[src/rtl/irq_fc_pkg.sv]
package irq_fc_pkg;
  localparam int NIB_W      = 4;
  localparam int ADDR_W     = 16;
  localparam int N_EVT_REG  = 13;
  localparam int N_TAP      = 8;
  localparam logic [11:0] FLAG_PAGE = 12'hFFF;
  localparam logic [11:0] MASK_PAGE = 12'hFFE;
  // per-nibble implemented bits, nibble 13 down to nibble 1
  localparam logic [N_EVT_REG*NIB_W-1:0] EVT_IMPL_DEF = 52'hFFF1000033337;
endpackage

[src/rtl/irq_tap_fall.sv]
module irq_tap_fall #(
  parameter int W = 8
) (
  input  logic         clk,
  input  logic         rst_n,
  input  logic [W-1:0] tap_i,
  output logic [W-1:0] fall_o
);
  logic [W-1:0] tap_q;

  always_ff @(posedge clk or negedge rst_n) begin
    if (!rst_n) tap_q <= '0;
    else        tap_q <= tap_i;
  end

  assign fall_o = tap_q & ~tap_i;
endmodule

[src/rtl/irq_flag_bank.sv]
module irq_flag_bank #(
  parameter int          N    = 60,
  parameter logic [N-1:0] IMPL = '1
) (
  input  logic         clk,
  input  logic         rst_n,
  input  logic [N-1:0] set_i,
  input  logic [N-1:0] clr_i,
  input  logic [N-1:0] mwe_i,
  input  logic [N-1:0] mdat_i,
  output logic [N-1:0] flag_o,
  output logic [N-1:0] mask_o
);
  logic [N-1:0] flag_q, mask_q;

  // set has priority over a same-cycle clear
  always_ff @(posedge clk or negedge rst_n) begin
    if (!rst_n) begin
      flag_q <= '0;
      mask_q <= '0;
    end else begin
      flag_q <= ((flag_q & ~clr_i) | set_i) & IMPL;
      mask_q <= ((mask_q & ~mwe_i) | (mdat_i & mwe_i)) & IMPL;
    end
  end

  assign flag_o = flag_q;
  assign mask_o = mask_q;
endmodule

[src/rtl/irq_req_gen.sv]
module irq_req_gen #(
  parameter int N = 60
) (
  input  logic         clk,
  input  logic         rst_n,
  input  logic [N-1:0] flag_i,
  input  logic [N-1:0] mask_i,
  input  logic         gie_i,
  output logic         irq_o
);
  logic irq_q;

  always_ff @(posedge clk or negedge rst_n) begin
    if (!rst_n) irq_q <= 1'b0;
    else        irq_q <= gie_i & |(flag_i & mask_i);
  end

  assign irq_o = irq_q;
endmodule

[src/rtl/irq_flag_ctrl.sv]
module irq_flag_ctrl
  import irq_fc_pkg::*;
#(
  parameter int ADDR_W_P   = ADDR_W,
  parameter int NIB_W_P    = NIB_W,
  parameter int N_EVT_REG_P = N_EVT_REG,
  parameter int N_TAP_P    = N_TAP,
  parameter logic [N_EVT_REG_P*NIB_W_P-1:0] EVT_IMPL = EVT_IMPL_DEF,
  parameter logic [ADDR_W_P-5:0] FLAG_PG = FLAG_PAGE,
  parameter logic [ADDR_W_P-5:0] MASK_PG = MASK_PAGE
) (
  input  logic                             clk,
  input  logic                             rst_n,
  input  logic [N_EVT_REG_P*NIB_W_P-1:0]   evt_i,
  input  logic [N_TAP_P-1:0]               tap_i,
  input  logic                             wdt_i,
  input  logic                             gie_i,
  input  logic [ADDR_W_P-1:0]              bus_addr_i,
  input  logic                             bus_wr_i,
  input  logic [NIB_W_P-1:0]               bus_wdata_i,
  output logic [NIB_W_P-1:0]               bus_rdata_o,
  output logic                             irq_o,
  output logic                             nmi_o
);
  localparam int SEL_W  = 4;
  localparam int N_EVT  = N_EVT_REG_P * NIB_W_P;
  localparam int N_REG  = N_EVT_REG_P + N_TAP_P / NIB_W_P;
  localparam int N_FLAG = N_REG * NIB_W_P;
  localparam logic [N_FLAG-1:0] IMPL_ALL = {{N_TAP_P{1'b1}}, EVT_IMPL};

  logic [N_TAP_P-1:0] tap_fall;
  logic [N_FLAG-1:0]  set_v, clr_v, mwe_v, mdat_v, flag_q, mask_q;
  logic [N_REG-1:0]   reg_hit;
  logic               flag_pg, mask_pg;
  logic [SEL_W-1:0]   sel;

  assign flag_pg = (bus_addr_i[ADDR_W_P-1:SEL_W] == FLAG_PG);
  assign mask_pg = (bus_addr_i[ADDR_W_P-1:SEL_W] == MASK_PG);
  assign sel     = bus_addr_i[SEL_W-1:0];

  irq_tap_fall #(.W(N_TAP_P)) u_tap (
    .clk(clk), .rst_n(rst_n), .tap_i(tap_i), .fall_o(tap_fall)
  );

  assign set_v = {tap_fall, evt_i};

  // per-nibble write decode; offset 0 of each page is left unmapped
  for (genvar r = 0; r < N_REG; r++) begin : g_dec
    assign reg_hit[r] = (sel == SEL_W'(r + 1));
    assign clr_v[r*NIB_W_P +: NIB_W_P] =
      (bus_wr_i && flag_pg && reg_hit[r]) ? bus_wdata_i : '0;
    assign mwe_v[r*NIB_W_P +: NIB_W_P] = {NIB_W_P{bus_wr_i && mask_pg && reg_hit[r]}};
    assign mdat_v[r*NIB_W_P +: NIB_W_P] = bus_wdata_i;
  end

  irq_flag_bank #(.N(N_FLAG), .IMPL(IMPL_ALL)) u_bank (
    .clk(clk), .rst_n(rst_n), .set_i(set_v), .clr_i(clr_v),
    .mwe_i(mwe_v), .mdat_i(mdat_v), .flag_o(flag_q), .mask_o(mask_q)
  );

  always_comb begin
    bus_rdata_o = '0;
    for (int r = 0; r < N_REG; r++) begin
      if (reg_hit[r]) begin
        if (flag_pg)      bus_rdata_o = flag_q[r*NIB_W_P +: NIB_W_P];
        else if (mask_pg) bus_rdata_o = mask_q[r*NIB_W_P +: NIB_W_P];
      end
    end
  end

  irq_req_gen #(.N(N_FLAG)) u_req (
    .clk(clk), .rst_n(rst_n), .flag_i(flag_q), .mask_i(mask_q),
    .gie_i(gie_i), .irq_o(irq_o)
  );

  assign nmi_o = wdt_i;
endmodule

[config.mk]
export PLATFORM = sky130hd
export DESIGN_NAME = irq_flag_ctrl
export DESIGN_NICKNAME = d
export VERILOG_FILES = /design/src/rtl/irq_fc_pkg.sv /design/src/rtl/irq_tap_fall.sv /design/src/rtl/irq_flag_bank.sv /design/src/rtl/irq_req_gen.sv /design/src/rtl/irq_flag_ctrl.sv
export SDC_FILE = /design/constraint.sdc
export NUM_CORES = 1
export LEC_CHECK = 0
export BUFFER_PORTS_ARGS = -buffer_cell sky130_fd_sc_hd__buf_2
export CORE_ASPECT_RATIO = 1.1
export CORE_MARGIN = 2
export CORE_UTILIZATION = 53
export DETAILED_ROUTE_END_ITERATION = 10
export GPL_ROUTABILITY_DRIVEN = 0
export PLACE_DENSITY = 0.89
export SLEW_MARGIN = 20
export SYNTH_ARGS = -nofsm -noshare
export SYNTH_HDL_FRONTEND = slang
export SYNTH_SLANG_ARGS = --single-unit
export TNS_END_PERCENT = 10
[constraint.sdc]
create_clock -name clk -period 2.2 [get_ports clk]
set_clock_uncertainty 0.2 [all_clocks]
set_input_delay 0.11 -clock clk [delete_from_list [all_inputs] [get_ports clk]]
set_output_delay 0.11 -clock clk [all_outputs]
set_load 0.1 [all_outputs]
Word level (Yosys, flattened, before mapping):

Index checks and enable logic that the tools add are counted.

* register bits after elaboration: 73
* bits of input ports: 85
* word-level logic and storage cells: 125

* equality and inequality tests: 17
* mux-type cells: 60
* bitwise logic cells: 11
* reductions and logical operators: 33

Operators with widths (count)
* $and A60 B60 Y60: 4
* $mux W4: 57
* $not A60 Y60: 2
* $or A60 B60 Y60: 2
* $reduce_or A60 Y1: 1
* $eq A4 B4 Y1 const B: 8
* $logic_and A1 B1 Y1: 32
* $eq A12 B12 Y1 const B: 2
* $eq A4 B3 Y1 const B: 4
* $mux W3: 3
* $and A8 B8 Y8: 1
* $eq A4 B2 Y1 const B: 2
* $not A8 Y8: 1
* $eq A4 B1 Y1 const B: 1
* $and A1 B1 Y1: 1

Longest topological paths before layout:

* word-level depth: 46
* mapped depth: 8
* mapped depth without buffers: 6

Hierarchy:

From an unflattened synthesis, not the netlist that was laid out.

* cell total of the unflattened synthesis: 552
* area total of the unflattened synthesis: 5288.8 µm²

By module, submodules not included
* irq_flag_bank: times used 1, cells each 217, area each 2866.5 µm², sequential area each 1601.5 µm²
* irq_flag_ctrl: times used 1, cells each 280, area each 1785.5 µm², sequential area each 0.0 µm²
* irq_req_gen: times used 1, cells each 39, area each 326.6 µm², sequential area each 25.0 µm²
* irq_tap_fall: times used 1, cells each 16, area each 310.3 µm², sequential area each 200.2 µm²

Worst setup path before layout:

No wires, ideal clock.

* kind: input-to-output
* start point: in bus_addr_i[7]
* end point: out bus_rdata_o[0]
* arrival: 3.471 ns
* required time: 1.890 ns
* setup slack: -1.581 ns
* stages: 7
* cell sequence: nand3_2 -> nor4_4 -> buf_4 -> a211oi_1 -> a211oi_1 -> a211oi_1 -> o32ai_1

* cells in the longest elaborated chain, start to end: 46
* elaborated cells between the ends (all ways): 47
* those cells by class: 2 x eq/ne; 45 x mux

Ends and longest elaborated chain
* start: declaration: line irq_flag_ctrl.sv:18 `input logic [ADDR_W_P-1:0] bus_addr_i,`
* $eq A12 B12 Y1: line irq_flag_ctrl.sv:38 `assign mask_pg = (bus_addr_i[ADDR_W_P-1:SEL_W] == MASK_PG);`
* $mux W3: line irq_flag_ctrl.sv:66 `else if (mask_pg) bus_rdata_o = mask_q[r*NIB_W_P +: NIB_W_P];`
* $mux W3: line irq_flag_ctrl.sv:65 `if (flag_pg) bus_rdata_o = flag_q[r*NIB_W_P +: NIB_W_P];`
* $mux W3: line irq_flag_ctrl.sv:64 `if (reg_hit[r]) begin`
* $mux W4: line irq_flag_ctrl.sv:66
* $mux W4: line irq_flag_ctrl.sv:65
* $mux W4: line irq_flag_ctrl.sv:64
* $mux W4: line irq_flag_ctrl.sv:66
* (+30 left out)
* $mux W4: line irq_flag_ctrl.sv:65
* $mux W4: line irq_flag_ctrl.sv:64
* $mux W4: line irq_flag_ctrl.sv:66
* $mux W4: line irq_flag_ctrl.sv:65
* $mux W4: line irq_flag_ctrl.sv:64
* $mux W4: line irq_flag_ctrl.sv:66
* $mux W4: line irq_flag_ctrl.sv:65
* $mux W4 (*): line irq_flag_ctrl.sv:64
* end: declaration: line irq_flag_ctrl.sv:21 `output logic [NIB_W_P-1:0] bus_rdata_o,`

Mark *: on every way between the ends. The rest lies on a longest branch, timed or not.

==> results.ini <==
[power_and_ir_drop]
p_sw_mw = 0.690
seq_power_share = 0.500
pwr-share-clk = 0.389
leakage_nw = 2.18
p_comb_frac = 0.111
total_power_mw = 2.70
powerDensity_mw_per_mm2 = 541
internal-power_mw = 2.01
swShare = 0.255
vdd_drop_max_mv = 0.403

[yosys]
synth_cell_types = 37
yosysWarningCount = 0
synth_top_area_frac = 0.501
ys.flop_type = dfrtp_1
async_reset_ff_frac = 1.00
synth_edf_count = 0
syn_nets = 412
yosysTopAreaCell = dfrtp_1
synth-seq-area-share = 0.501
synth_area_mm2 = 0.00364
netlist_instances = 327
synth_area_per_cell_um2 = 11.1
synth.ff_latch_count = 73
synth_area_leaders = dfrtp_1 (50%), mux2_2 (11%), mux2i_1 (5.5%)

[timing]
fin_crit_sh = 1.04
rsz0062_at_grt = yes
setup_violations = 3
worst_slew_pin_slew_ns = 0.543
finalCriticalPeriod_ns = 2.29
tns_ns = -0.187
slew_viol_final = 0
timing.fmax_ghz = 0.437
hold_violations = 0
fin_ws_ns = -0.0889
max_slew_margin = 0.637

[die]
die_y_um = 91.0
core.rowCount = 31
dieArea_mm2 = 0.00756
io-pin-count = 91
die_w_um = 83.1
initial_core_util = 0.550
coreArea_mm2 = 0.00663

[cells_and_area]
fillers = 373
design_area_mm2 = 0.00500
diodes = 0
final_nets = 542
final_common_cell = dfrtp_1
mostFrequentLayoutCells = dfrtp_1 (73), buf_2 (56), nand2_1 (43)
area_delta_synth_final_pct = 37.1
drive_above_1_share = 0.355

[run_status]
violations = negative setup slack
outcome = finished, violations left

[grt]
grt_max_degree = 74
overflow = 0
grt_pass1_vias = 3626
grt_first_pass_wirelength_um = 19500
antenna_found_initial = 0
grt_util_all_layers = 0.337

[setup_path]
rr_worst_depth = 5
critPathKind = reg -> out
crit_chain = mux4_2 -> a211oi_4 -> buf_4 -> a31oi_4 -> buf_12
path_max_fanout = 3
arrival_ns = 1.98
cp_top_family = multiplexers
r2r-end = u_req.irq_o
worst_r2r_startpoint = u_bank.flag_o[17]
end_kind = output pin
start_kind = flop
rrSetupSlack_ns = 0.43
path_buf_inv = 2
cpPeakStageDelay_ns = 0.51
critPathSlowestCell = mux4_2
cp.required_ns = 1.89

[placement]
dp_hpwl_um = 7560
dp_slack_ns = -0.0741
numPortBuffers = 60
place_area_mm2 = 0.00431

[route]
drt_pass1_iterations = 6
drc = 0
viasPerCell = 6.47
ant_nets = 0
wirelength_um = 12200
via_count = 3520
routedWlPerCell_um = 22.5
drtIter0Drc = 557

[clock_tree]
clock_sinks = 73
cts-htree-levels = 3
clk_pin_slew_ns = 0.08
cts_buffer_depth = 2
clock-root-buffer = clkbuf_8
cts_tree = done
numCtsBuffers = 9
clk_latency_ns = 0.37

[min_path]
holdPathStages = 0
min_to = nmi_o
min_path_type = in -> out
min-delay-start = wdt_i

[job]
drv_cap = 0

==> power by group through the flow <==
stage	Combinational, mW	Sequential [mW]	Clock, mW
global route	0.316	1.35	1.13
global placement	0.214	1.38	0
finish	0.301	1.35	1.05
floorplan	0.0943	1.38	0
detailed placement	0.219	1.38	0
CTS	0.276	1.35	1.06
==> cell families after synthesis <==
logic type             after synthesis  synth area share
AO/OA/AOI/OAI                       76             0.149
buffers and inverters               27            0.0330
flip-flops                          73             0.501
multiplexers                        60             0.188
AND/OR/NAND/NOR                     91             0.129
==> routing by layer <==
layer	wire length, um	GRT usage	share of wire
met5	0	0	0
met4	859	0.202	0.070
met3	1310	0.100	0.11
met2	5780	0.536	0.47
met1	4270	0.404	0.35
==> final cells by class <==
class	instances	area, um^2	share of cell area
inverters	14	52.6	0.0105
well taps	82	103	0.0205
clock buffers	10	128	0.0255
clock inverters	6	68.8	0.0138
repair buffers	132	1020	0.205
flip-flops and latches	73	1830	0.366
multi-input cells	227	1800	0.360
==> per-stage QoR <==
step                utilization  hold slack, ns  cells
detailed placement        0.649         -0.0373    484
CTS                       0.748         0.00630    542
finish                    0.753          0.0209    544
global route              0.753          0.0170    544
floorplan                     -          -0.386    327
global placement          0.649         -0.0389    484
==> how the worst max path moves through the flow <==
stage                                 start             end  slack, ns  depth (start not counted)
after floorplan               bus_addr_i[7]  bus_rdata_o[0]      -0.15                          7
after global placement       bus_addr_i[14]  bus_rdata_o[0]      -0.06                          8
after detailed placement     bus_addr_i[14]  bus_rdata_o[0]      -0.07                          8
after CTS                 u_bank.flag_o[17]  bus_rdata_o[1]      -0.03                          5
after global routing         bus_addr_i[14]  bus_rdata_o[0]      -0.13                          9
final                                  flop  bus_rdata_o[1]      -0.09                          5
==> repair_timing <==
action / 4_1_cts / 5_1_grt
hold endpoints to repair: 131 / 0
hold buffers: 37 / 0
gates resized for setup: 10 / 3
setup endpoints to repair: 3 / 3
buffers inserted: 5 / 2
pin swaps: 9 / 4
==> Yosys cell counts, drive strengths merged (2+ instances only) <==
cell,instances
mux2i,20
nand3,5
a22oi,9
buf,11
inv,14
nand2,43
nand4,7
o21ai,15
nand2b,6
a221oi,6
o22ai,4
a21oi,2
a22o,6
mux4,3
a21o,24
nor2,9
clkbuf,2
mux2,37
dfrtp,73
a211oi,4
nor3,9
o32ai,2
nor2b,4
and3,5
==> worst reg2reg max path, delay by kind of cell, from the launching register on <==
kind                   cells  cell delay [ns]
AOI/OAI and AO/OA          3             0.73
DFF                        1             0.39
and+or+nand+nor            1             0.18
buffers and inverters      1             0.14
Note: power is estimated with default switching activity, not from simulation.
